`config.mk`:
```
export PLATFORM = sky130hd
export DESIGN_NAME = trace_scan_port
export DESIGN_NICKNAME = d
export VERILOG_FILES = /design/src/rtl/tsp_pkg.sv /design/src/rtl/tsp_chain_sel.sv /design/src/rtl/tsp_shifter.sv /design/src/rtl/tsp_regfile.sv /design/src/rtl/trace_scan_port.sv
export SDC_FILE = /design/constraint.sdc
export NUM_CORES = 1
export LEC_CHECK = 0
export ABC_AREA = 1
export BUFFER_PORTS_ARGS = -buffer_cell sky130_fd_sc_hd__buf_2
export CAP_MARGIN = 20
export CORE_UTILIZATION = 62
export CTS_CLUSTER_SIZE = 16
export DETAILED_ROUTE_END_ITERATION = 10
export PLACE_DENSITY = 0.79
export SYNTH_ARGS = -nofsm -noshare
export SYNTH_HDL_FRONTEND = slang
export SYNTH_SLANG_ARGS = --single-unit
```
`constraint.sdc`:
```
create_clock -name clk_i -period 4.7 [get_ports clk_i]
set_clock_uncertainty 0.1 [all_clocks]
set_input_delay 0.705 -clock clk_i [delete_from_list [all_inputs] [get_ports clk_i]]
set_output_delay 0.705 -clock clk_i [all_outputs]
set_load 0.05 [all_outputs]
```
`src/rtl/tsp_pkg.sv`:
```
`timescale 1ns/1ps
package tsp_pkg;
  localparam int DATA_W  = 32;
  localparam int ADDR_W  = 7;
  localparam int FRAME_W = DATA_W + ADDR_W + 1;
  localparam int CHAIN_W = 5;

  localparam logic [ADDR_W-1:0] A_IDENT = 7'd0;
  localparam logic [ADDR_W-1:0] A_DEPTH = 7'd1;
  localparam logic [ADDR_W-1:0] A_WIDTH = 7'd2;
  localparam logic [ADDR_W-1:0] A_STAT  = 7'd3;
  localparam logic [ADDR_W-1:0] A_DATA  = 7'd4;
  localparam logic [ADDR_W-1:0] A_RPTR  = 7'd5;
  localparam logic [ADDR_W-1:0] A_WPTR  = 7'd6;
  localparam logic [ADDR_W-1:0] A_TRIG  = 7'd7;
  localparam logic [ADDR_W-1:0] A_CTRL  = 7'd8;

  typedef struct packed {
    logic              wr;
    logic [ADDR_W-1:0] addr;
    logic [DATA_W-1:0] data;
  } frame_t;
endpackage

```
`src/rtl/tsp_chain_sel.sv`:
```
`timescale 1ns/1ps
module tsp_chain_sel
  import tsp_pkg::*;
#(
  parameter logic [CHAIN_W-1:0] MY_CHAIN = '0
) (
  input  logic               clk_i,
  input  logic               rst_ni,
  input  logic               ld_i,
  input  logic [CHAIN_W-1:0] num_i,
  output logic               sel_o
);
  logic [CHAIN_W-1:0] chain_q;

  always_ff @(posedge clk_i or negedge rst_ni) begin
    if (!rst_ni)   chain_q <= '1;
    else if (ld_i) chain_q <= num_i;
  end

  assign sel_o = (chain_q == MY_CHAIN);
endmodule

```
`src/rtl/tsp_shifter.sv`:
```
`timescale 1ns/1ps
module tsp_shifter
  import tsp_pkg::*;
(
  input  logic               clk_i,
  input  logic               rst_ni,
  input  logic               cap_i,
  input  logic               shift_i,
  input  logic               tdi_i,
  input  logic [DATA_W-1:0]  cap_data_i,
  output logic [FRAME_W-1:0] frame_o
);
  localparam int TOP_W = FRAME_W - DATA_W;

  logic [FRAME_W-1:0] sr_q;

  always_ff @(posedge clk_i or negedge rst_ni) begin
    if (!rst_ni)         sr_q <= '0;
    else if (cap_i)      sr_q <= {{TOP_W{1'b0}}, cap_data_i};
    else if (shift_i)    sr_q <= {tdi_i, sr_q[FRAME_W-1:1]};
  end

  assign frame_o = sr_q;
endmodule

```
`src/rtl/tsp_regfile.sv`:
```
`timescale 1ns/1ps
module tsp_regfile
  import tsp_pkg::*;
#(
  parameter int          DEPTH    = 16,
  parameter int          STAT_W   = 4,
  parameter logic [31:0] ID_VALUE = 32'h5C4A_0001,
  localparam int         PTR_W    = (DEPTH > 1) ? $clog2(DEPTH) : 1
) (
  input  logic               clk_i,
  input  logic               rst_ni,
  input  logic               upd_i,
  input  logic [FRAME_W-1:0] frame_i,
  input  logic [STAT_W-1:0]  status_i,
  output logic [DATA_W-1:0]  hold_o,
  output logic [PTR_W-1:0]   rd_ptr_o,
  output logic [PTR_W-1:0]   wr_ptr_o,
  output logic [DATA_W-1:0]  trig_o,
  output logic [DATA_W-1:0]  ctrl_o
);
  frame_t             fr;
  logic [DATA_W-1:0]  mem [DEPTH];
  logic [DATA_W-1:0]  rd_val;
  logic [DATA_W-1:0]  hold_q, trig_q, ctrl_q;
  logic [PTR_W-1:0]   rd_ptr_q, wr_ptr_q;
  logic               do_wr, do_rd;

  assign fr    = frame_t'(frame_i);
  assign do_wr = upd_i &  fr.wr;
  assign do_rd = upd_i & ~fr.wr;

  always_comb begin
    unique case (fr.addr)
      A_IDENT: rd_val = ID_VALUE;
      A_DEPTH: rd_val = DATA_W'(DEPTH);
      A_WIDTH: rd_val = DATA_W'(DATA_W);
      A_STAT:  rd_val = DATA_W'(status_i);
      A_DATA:  rd_val = mem[rd_ptr_q];
      A_RPTR:  rd_val = DATA_W'(rd_ptr_q);
      A_WPTR:  rd_val = DATA_W'(wr_ptr_q);
      A_TRIG:  rd_val = trig_q;
      A_CTRL:  rd_val = ctrl_q;
      default: rd_val = '0;
    endcase
  end

  always_ff @(posedge clk_i or negedge rst_ni) begin
    if (!rst_ni) begin
      hold_q   <= '0;
      trig_q   <= '0;
      ctrl_q   <= '0;
      rd_ptr_q <= '0;
      wr_ptr_q <= '0;
    end else if (do_wr) begin
      case (fr.addr)
        A_DATA:  wr_ptr_q <= wr_ptr_q + PTR_W'(1);
        A_RPTR:  rd_ptr_q <= fr.data[PTR_W-1:0];
        A_WPTR:  wr_ptr_q <= fr.data[PTR_W-1:0];
        A_TRIG:  trig_q   <= fr.data;
        A_CTRL:  ctrl_q   <= fr.data;
        default: ;
      endcase
    end else if (do_rd) begin
      hold_q <= rd_val;
      if (fr.addr == A_DATA) rd_ptr_q <= rd_ptr_q + PTR_W'(1);
    end
  end

  // trace RAM, no reset on storage
  always_ff @(posedge clk_i) begin
    if (do_wr && fr.addr == A_DATA) mem[wr_ptr_q] <= fr.data;
  end

  assign hold_o   = hold_q;
  assign rd_ptr_o = rd_ptr_q;
  assign wr_ptr_o = wr_ptr_q;
  assign trig_o   = trig_q;
  assign ctrl_o   = ctrl_q;
endmodule

```
`src/rtl/trace_scan_port.sv`:
```
`timescale 1ns/1ps
module trace_scan_port
  import tsp_pkg::*;
#(
  parameter int          DEPTH    = 16,
  parameter int          STAT_W   = 4,
  parameter logic [31:0] ID_VALUE = 32'h5C4A_0001,
  localparam int         PTR_W    = (DEPTH > 1) ? $clog2(DEPTH) : 1
) (
  input  logic               clk_i,
  input  logic               rst_ni,
  input  logic               chain_ld_i,
  input  logic [CHAIN_W-1:0] chain_num_i,
  input  logic               capture_i,
  input  logic               shift_i,
  input  logic               update_i,
  input  logic               tdi_i,
  output logic               tdo_o,
  input  logic [STAT_W-1:0]  status_i,
  output logic [DATA_W-1:0]  trig_o,
  output logic [DATA_W-1:0]  ctrl_o
);
  logic               chain_sel;
  logic               cap_fire, shf_fire, upd_fire;
  logic [FRAME_W-1:0] frame;
  logic [DATA_W-1:0]  hold;
  logic [PTR_W-1:0]   rd_ptr, wr_ptr;

  tsp_chain_sel #(.MY_CHAIN('0)) u_sel (
    .clk_i  (clk_i),
    .rst_ni (rst_ni),
    .ld_i   (chain_ld_i),
    .num_i  (chain_num_i),
    .sel_o  (chain_sel)
  );

  assign cap_fire = capture_i & chain_sel;
  assign shf_fire = shift_i   & chain_sel;
  assign upd_fire = update_i  & chain_sel;

  tsp_shifter u_shf (
    .clk_i      (clk_i),
    .rst_ni     (rst_ni),
    .cap_i      (cap_fire),
    .shift_i    (shf_fire),
    .tdi_i      (tdi_i),
    .cap_data_i (hold),
    .frame_o    (frame)
  );

  tsp_regfile #(
    .DEPTH    (DEPTH),
    .STAT_W   (STAT_W),
    .ID_VALUE (ID_VALUE)
  ) u_rf (
    .clk_i    (clk_i),
    .rst_ni   (rst_ni),
    .upd_i    (upd_fire),
    .frame_i  (frame),
    .status_i (status_i),
    .hold_o   (hold),
    .rd_ptr_o (rd_ptr),
    .wr_ptr_o (wr_ptr),
    .trig_o   (trig_o),
    .ctrl_o   (ctrl_o)
  );

  assign tdo_o = chain_sel & frame[0];
endmodule

```
== Word level (Yosys, flattened, before mapping) ==
Memories as Yosys holds them, arrays and structs flattened.
Index checks and enable logic that the tools add are counted.
Storage, ports and cells
  flip-flop bits (word level): 149
  memory bits (writable): 512
  bits of input ports: 16
  output and inout port bits: 65
  memories kept: 1
Operators by class
  $add $sub $neg: 2
  eq/ne operators: 9
  muxes and demuxes: 10
  bitwise gates (word level): 8
  reduce and logical (&&, ||, !) cells: 12
Memories
  u_rf.mem: words 16, width 32, rd ports 1, clocked after Yosys merged registers in 0, wr ports 1, RTL line tsp_regfile.sv:22  | logic [DATA_W-1:0] mem [DEPTH];
Operators by type and width (number)
  32-bit case mux with 9 select lines: 1
  40-bit two-way mux: 2
  7-bit by 3-bit equality test with 1-bit output, second input constant: 4
  4-bit two-way mux: 4
  7-bit by 2-bit equality test with 1-bit output, second input constant: 2
  4-bit by 1-bit adder with 4-bit output, second input constant: 2
  4-bit case mux with 2 select lines: 1
  2-bit AND reduction: 4
  2-bit nonzero test: 4
  7-bit by 1-bit equality test with 1-bit output, second input constant: 1
  7-bit by 4-bit equality test with 1-bit output, second input constant: 1
  7-bit logical NOT: 1
  1-bit bitwise AND: 6
  5-bit logical NOT: 1
  3-bit AND reduction: 1
  1-bit two-way mux: 2
  2-bit inequality test, second input constant: 1
  1-bit NOT: 2
  1-bit logical AND: 1

== Logic depth before layout (Yosys ltp) ==
Gate-level depths: netlist of run 1.
  word-level depth: 6
  gate-level depth with buffers: 14
  mapped depth without buffers: 11

== Hierarchy ==
Synthesis of run 1 repeated with hierarchy kept, for this count alone.
Unflattened totals
  cells, all modules: 3030
  area total of the unflattened synthesis: 29293.1 um^2
By module, submodules not included
  tsp_regfile: times used 1, cells each 2787, area an instance 27091.0 um^2, seq. area each 17977.2 um^2
  tsp_shifter: times used 1, cells each 210, area an instance 1948.1 um^2, seq. area each 1001.0 um^2
  tsp_chain_sel: times used 1, cells each 25, area an instance 224.0 um^2, seq. area each 131.4 um^2
  trace_scan_port: times used 1, cells each 8, area an instance 30.0 um^2, seq. area each 0.0 um^2

== Worst setup path before layout of run 1 ==
OpenSTA, ideal clock, no wires.
  path type: register -> register
  from: reg u_shf.sr_q[37], in the netlist u_shf.frame_o[37]
  to: mem u_rf.mem[0][0], enable pin
  arrival time: 2682 ps
  required time: 4179 ps
  slack: 1497 ps
  cell stages (with the launch flop): 8
  clock period less this slack: 3203 ps
  cell sequence: dfrtp_1 -> nor3_4 -> nand2_2 -> nor2_2 -> inv_2 -> nor2_2 -> nand2_1 -> nor2_1
On the way
  word-level cells in the longest chain between the ends: 4
RTL lines
  from (decl): RTL line tsp_shifter.sv:15  | logic [FRAME_W-1:0] sr_q;
  from (signal assigned): RTL line tsp_shifter.sv:19  | else if (cap_i) sr_q <= {{TOP_W{1'b0}}, cap_data_i};
  from (signal assigned): RTL line tsp_shifter.sv:20  | else if (shift_i) sr_q <= {tdi_i, sr_q[FRAME_W-1:1]};
  7-bit by 3-bit equality test with 1-bit output: RTL line tsp_regfile.sv:71  | if (do_wr && fr.addr == A_DATA) mem[wr_ptr_q] <= fr.data;
  1-bit logical AND: RTL line tsp_regfile.sv:71
  1-bit two-way mux: RTL line tsp_regfile.sv:71
  1-bit two-way mux (not written as such): RTL line tsp_regfile.sv:71
  to (decl): RTL line tsp_regfile.sv:22
No other way between the ends.

== Worst setup path after layout of run 1 ==
  from: reg u_sel.chain_q[1]
  to: mem u_rf.mem[8][7], enable pin
On the way
  word-level cells in the longest chain between the ends: 6
RTL lines
  from (decl): RTL line tsp_chain_sel.sv:13  | logic [CHAIN_W-1:0] chain_q;
  from (signal assigned): RTL line tsp_chain_sel.sv:17  | else if (ld_i) chain_q <= num_i;
  5-bit logical NOT: RTL line tsp_chain_sel.sv:20  | assign sel_o = (chain_q == MY_CHAIN);
  1-bit bitwise AND: RTL line trace_scan_port.sv:39  | assign upd_fire = update_i & chain_sel;
  1-bit bitwise AND: RTL line tsp_regfile.sv:29  | assign do_wr = upd_i & fr.wr;
  1-bit logical AND: RTL line tsp_regfile.sv:71
  1-bit two-way mux: RTL line tsp_regfile.sv:71
  1-bit two-way mux (not written as such): RTL line tsp_regfile.sv:71
No other way between the ends.

==> results.py, run 1 <==
metrics = {
    "power": {
        "p_seq_share_pct": 57.4,
        "power.combinational.fraction_pct": 5.9,
        "totalPowerFinal_uw": 14050,
        "internal_power_summed_over_all_cells_uw": 10350,
        "pwr_density_cell_mw_per_mm2": 437.7,
        "p_leak_uw": 0.01455,
        "switching_share_pct": 26.32,
        "max-vdd-ir-drop_v": 0.0004292,
        "power_share_of_the_clock_group_pct": 36.7,
        "switchingPower_uw": 3697,
    },
    "clock_tree": {
        "cts.clk_slew.worst_paths_ps": 60,
        "htreeDepth": 3,
        "clockRootBuffer": "clkbuf_16",
        "cts_hold_buffers": 0,
        "clock_sinks": 661,
        "clock_tree.buffer_depth": 3,
        "clock_latency_ps": 610,
        "buffers_inserted_by_post_cts_timing_repair": 0,
        "tritoncts": "done",
        "tritoncts.num_buffers": 66,
        "postCtsResizedCells": 0,
    },
    "route": {
        "vias": 21040,
        "remaining_drc_errors": 0,
        "drtAntennaViolNets": 0,
        "wl_per_cell_um": 19.19,
        "routed-wl-met2_mm": 33.44,
        "wl_met1_mm": 27.99,
        "viasPerCell": 5.703,
        "detail_route.first_pass.iterations": 6,
        "highest-signal-layer": "met5",
        "initialDrtViolationCount": 2178,
        "wl_mm": 70.79,
        "met3_routed_wirelength_mm": 7.986,
    },
    "timing": {
        "report.final.setup_viol": 0,
        "fin_setup_tns_ps": 0,
        "timing.final.max_slew_violations": 0,
        "slew_of_the_pin_with_the_lowest_slew_margin_ps": 1058,
        "clock.fmax_ghz": 0.3154,
        "fin_crit_sh_pct": 67.46,
        "finalHoldWorstSlack_ps": 56.56,
        "timing_hold_violations_final": 0,
        "timing.final.crit_period_ps": 3171,
        "max_transition_margin_pct": 29.42,
        "rsz0062_at_grt": "false",
    },
    "die": {
        "starting_density_of_the_core_pct": 63.29,
        "row_count": 78,
        "ios": 81,
        "floorplan.die.width_um": 218.2,
        "total_die_area_mm2": 0.04759,
        "floorplan.die.height_um": 218.2,
        "core_area_mm2": 0.04577,
    },
    "setup_path": {
        "worst_r2r_startpoint": "u_sel.chain_q[1]",
        "crit_path_frequent_cell": "nor2_2",
        "worstPathMaxFanout": 22,
        "critical_path.cell_chain": "nor2_1 -> nand4_2 -> nor2_2 -> nand2_2 -> nor2_2 -> nand2_1 -> nor2_4 -> buf_4",
        "worstPathRequired_ps": 4900,
        "crit_path_start": "u_sel.chain_q[1]",
        "slowest_stage": "nor2_4",
        "capturing_instance_or_port_of_the_critical_path": "u_rf.mem[8][7]",
        "crit_path_capture_type": "register",
        "r2r_endpoint": "u_rf.mem[8][7]",
        "cpLargestDelayFamily": "simple AND/OR/NAND/NOR gates",
        "crit_type": "register to register",
        "critical_path.n_buffers_inverters": 1,
        "crit_cells": 8,
        "cp-start-kind": "register",
        "ff2ff_path_depth": 8,
        "worst-endpoint-arrival_ps": 3370,
        "cpPeakStageDelay_ps": 720,
        "reg2reg_setup_slack_ps": 1530,
    },
    "grt": {
        "vias_in_the_first_global_route": 20400,
        "gr-usage-all-layers_pct": 30.62,
        "grt_remaining_overflow": 0,
        "grt_first_pass_wirelength_mm": 111.6,
        "antenna_violations_before_repair": 2,
        "grt_start_max_net_pins": 154,
    },
    "final_layout": {
        "antennaDiodeCount": 0,
        "area_delta_synth_final_pct": 10.79,
        "instances_no_fill": 3689,
        "fin_nets": 3059,
        "layout_common_cells": "1,054 x nand2_1, 512 x edfxtp_1, 469 x inv_1",
        "leading_cell_type_in_the_layout_fill_and_taps_excluded": "nand2_1",
        "post_route_cells_drive_above_1_share_pct": 8.061,
    },
    "place": {
        "hpwl_mm": 41.11,
        "placedCellCount": 3564,
        "io_buffers": 80,
        "gp_congestion": 0.9058,
    },
    "min_path": {
        "holdCritPathClass": "input port to asynchronous set/reset pin",
    },
    "outcome": {
        "result_of_the_run": "finished, final reports clean",
    },
    "synthesis": {
        "synth_nets": 3032,
        "synthCells": 3011,
        "synth_cell_type_count": 34,
        "portion_of_the_post_synthesis_area_used_by_sequential_elements_pct": 65.97,
        "yosys_warnings": 0,
        "synth_top_area_share_pct": 53.08,
        "synthDominantAreaCellType": "edfxtp_1",
        "syn_area_per_cell_um2": 9.621,
        "synth-seq-cells": 661,
        "ys_top_cells_by_area": "edfxtp_1 53%, nand2_1 14%, dfrtp_1 12%",
        "synthesis.area_mm2": 0.02897,
    },
    "job": {
        "maxCapViolCount": 0,
    },
}
==> area by class of cell <==
type	count	area [um2]
sequential	661	19120
tap	600	750.7
clock buffer	94	1901
multi-input combinational	1721	7508
fill	3121	13680
inverter	476	1794
clock inverter	25	190.2
timing repair buffer	112	832.0
==> synthesized netlist by cell type, drive strengths merged <==
library cell / count
nand2: 1058
edfxtp: 512
inv: 475
nand3: 406
dfrtp: 144
o21ai: 127
buf: 94
nor2: 76
clkbuf: 59
o22ai: 32
dfstp: 5
ha: 5
nor3: 3
o211ai: 3
a21oi: 2
mux2: 2
xnor2: 2
xor2: 2
clkinv: 1
mux2i: 1
nand4: 1
or2: 1
==> layer usage <==
metal | track usage (%) | up-vias
met5 | 0 | -
met4 | 9.487 | 2
met3 | 5.999 | 106
met2 | 47.84 | 1176
met1 | 43.74 | 10060
li1 | - | 9699
==> power groups by stage <==
stage,combinational (uW),clock [uW],sequential (uW)
6_report,824,5150,8070
2_1_floorplan,553,0,7680
5_1_grt,910,5400,8110
3_3_place_gp,766,0,8110
4_1_cts,807,5180,8040
3_5_place_dp,797,0,8160
==> how the worst min path moves through the flow <==
stage / to
final: u_rf.trig_o[18]
after global routing: u_rf.hold_o[24]
after CTS: u_rf.trig_o[18]
after detailed placement: u_rf.hold_o[12]
after global placement: u_rf.hold_o[16]
after floorplan: u_rf.ctrl_o[0]
==> logic make-up after synthesis <==
group	after synthesis	synth area share, %
buffers and inverters	629	8.561
AO/OA/AOI/OAI	164	3.028
XOR/XNOR	4	0.1210
AND/OR/NAND/NOR	1545	21.99
multiplexers	3	0.1123
flip-flops	661	65.97
adder cells (fa/ha/maj)	5	0.2160
==> sequential cells by signal, summed over array words and instances, names as in the netlist <==
signal	count
u_sel.chain_q	5
u_rf.hold_o	32
u_rf.ctrl_o	32
u_shf.frame_o	40
u_rf.mem	512
u_rf.wr_ptr_o	4
u_rf.rd_ptr_o	4
u_rf.trig_o	32
==> stage by stage <==
stage          worst slack, ps  cell area, um2  util [%]
2_1_floorplan             1497           28970         -
3_3_place_gp              1524           29820     65.15
3_5_place_dp              1423           29880     65.27
4_1_cts                   1504           31970     69.84
5_1_grt                   1332           32090     70.12
6_report                  1529           32090     70.12
No activity file was read; power rests on OpenSTA's default activity.
==> run 2: changes to the inputs <==
CORE_UTILIZATION = 56   (was 62)
PLACE_DENSITY = 0.76   (was 0.79)
clock period = 2.75 ns   (was 4.7 ns; I/O delays follow)
==> results.py, run 2 (synthesized netlist as in run 1, its figures left out) <==
metrics = {
    "clock_tree": {
        "clock_tree.buffer_depth": 3,
        "htreeDepth": 2,
        "clock_latency_ps": 640,
        "clock_sinks": 661,
        "cts.clk_slew.worst_paths_ps": 60,
        "clockRootBuffer": "clkbuf_16",
        "tritoncts": "done",
        "tritoncts.num_buffers": 61,
    },
    "final_layout": {
        "fin_nets": 3106,
        "layout_common_cells": "1,051 x nand2_1, 512 x edfxtp_1, 469 x inv_1",
        "final.fill_count": 3716,
        "post_route_cells_drive_above_1_share_pct": 9.314,
        "area_delta_synth_final_pct": 12.92,
        "antennaDiodeCount": 0,
        "largest_register_by_flop_count": "u_rf.mem",
        "largest_reg_flops": 512,
        "instances_no_fill": 3807,
        "leading_cell_type_in_the_layout_fill_and_taps_excluded": "nand2_1",
    },
    "setup_path": {
        "crit_path_capture_type": "register",
        "cpPeakStageDelay_ps": 380,
        "cp-start-kind": "register",
        "critical_path.cell_chain": "nor2_1 -> nand4_2 -> nor2_2 -> nand2_2 -> nor2_4 -> nand2_2 -> nor2_4 -> buf_12",
        "crit_path_start": "u_sel.chain_q[1]",
        "worst_r2r_startpoint": "u_sel.chain_q[1]",
        "crit_type": "register to register",
        "worst-endpoint-arrival_ps": 2710,
        "worstPathRequired_ps": 2960,
        "slowest_stage": "dfstp_2",
        "worstPathMaxFanout": 26,
    },
    "grt": {
        "gr-usage-all-layers_pct": 27.55,
        "grt_first_pass_wirelength_mm": 113.0,
        "grt_remaining_overflow": 0,
        "antenna_violations_before_repair": 1,
        "vias_in_the_first_global_route": 20580,
        "grt_start_max_net_pins": 137,
    },
    "route": {
        "remaining_drc_errors": 0,
        "detail_route.first_pass.iterations": 5,
        "initialDrtViolationCount": 2440,
        "vias": 21070,
        "wl_mm": 71.25,
        "wl_per_cell_um": 18.71,
        "drtAntennaViolNets": 0,
        "viasPerCell": 5.535,
    },
    "timing": {
        "timing.final.max_slew_violations": 0,
        "slew_of_the_pin_with_the_lowest_slew_margin_ps": 822.6,
        "rsz0062_at_grt": "false",
        "report.final.setup_viol": 0,
        "timing.final.crit_period_ps": 2493,
        "clock.fmax_ghz": 0.4012,
        "max_transition_margin_pct": 45.16,
        "finalHoldWorstSlack_ps": 74.29,
        "fin_crit_sh_pct": 90.64,
        "timing_hold_violations_final": 0,
    },
    "outcome": {
        "result_of_the_run": "finished, final reports clean",
    },
    "die": {
        "ios": 81,
        "floorplan.die.width_um": 229.4,
        "core_area_mm2": 0.05058,
        "starting_density_of_the_core_pct": 57.27,
        "total_die_area_mm2": 0.05264,
        "row_count": 82,
        "floorplan.die.height_um": 229.4,
    },
    "place": {
        "hpwl_mm": 44.73,
        "placedCellCount": 3679,
        "io_buffers": 80,
        "gp_congestion": 0.9223,
    },
    "power": {
        "pwr_density_cell_mw_per_mm2": 732.9,
        "max-vdd-ir-drop_v": 0.0008367,
        "p_leak_uw": 0.01479,
    },
    "job": {
        "maxCapViolCount": 0,
    },
    "min_path": {
        "holdCritPathClass": "input port to register",
        "worstHoldStart": "chain_ld_i",
    },
}
[run 2: changes by cell type in the layout (fill, tap and decap cells not counted), moves of 2 or more]
cell and delta:
nand2_2 +3, nand2_1 -3, nor2_4 +2, clkbuf_16 -7
dlygate4sd3_1 +12, buf_12 +18, nor2_2 -2, bufinv_16 +3
clkinv_1 -5, clkinvlp_2 +2, buf_4 +25, buf_16 -3
[run 2: what timing repair did]
action | in CTS | in global routing
hold buffers | 12 | 0
buffers inserted | 0 | 3
resized for setup | 0 | 4
setup endpoints to repair | 0 | 267
endpoints found under the hold margin | 68 | 0
[run 2: critical path, delay by kind of cell, from the launching register on]
| kind | cells | cell delay [ps] |
|---|---|---|
| AND/OR/NAND/NOR | 7 | 1430 |
| buffers and inverters | 1 | 250 |
| flip-flops | 1 | 380 |
[run 2: where the power goes]
part	switching [uW]	internal (uW)	total (uW)
sequential	1230	12200	13400
combinational	1470	494	1970
clock	3630	4930	8560
[run 2: worst paths after layout]
kind,to,slack [ps],cells past startpoint
hold / removal,u_sel.chain_q[0],70,2
min in group asynchronous,u_shf.frame_o[23],260,2
hold reg to reg,u_rf.hold_o[15],380,2
setup reg to reg,u_rf.mem[14][26],260,8
max in group asynchronous,u_rf.hold_o[5],1600,3
setup / recovery,u_rf.mem[14][26],260,8
[run 2: metrics by stage]
step	worst slack, ps	util [%]	total power [uW]	cell area, um2	setup TNS (ps)
after floorplan	-453.3	-	14070	28970	-232100
after global placement	238.4	60.38	15400	30540	0
after detailed placement	108.5	60.38	15530	30540	0
after CTS	80.93	64.60	23980	32680	0
after global routing	49.03	64.67	24640	32710	0
final	257.4	64.67	23970	32710	0
[run 2: per-layer routing]
metal	GRT usage (%)	wire length, um
met5	0	0
met1	39.05	29470
met2	42.81	32510
met4	7.958	1717
met3	6.200	7544
[run 2: final cells by class]
class	count	area [um2]	area share, %
Tap cell	672	840.8	2.570
Inverter	476	1794	5.485
Clock buffer	87	1735	5.305
Clock inverter	26	277.8	0.8492
Sequential cell	661	19120	58.45
Multi-Input combinational cell	1721	7526	23.01
Timing Repair Buffer	164	1418	4.334
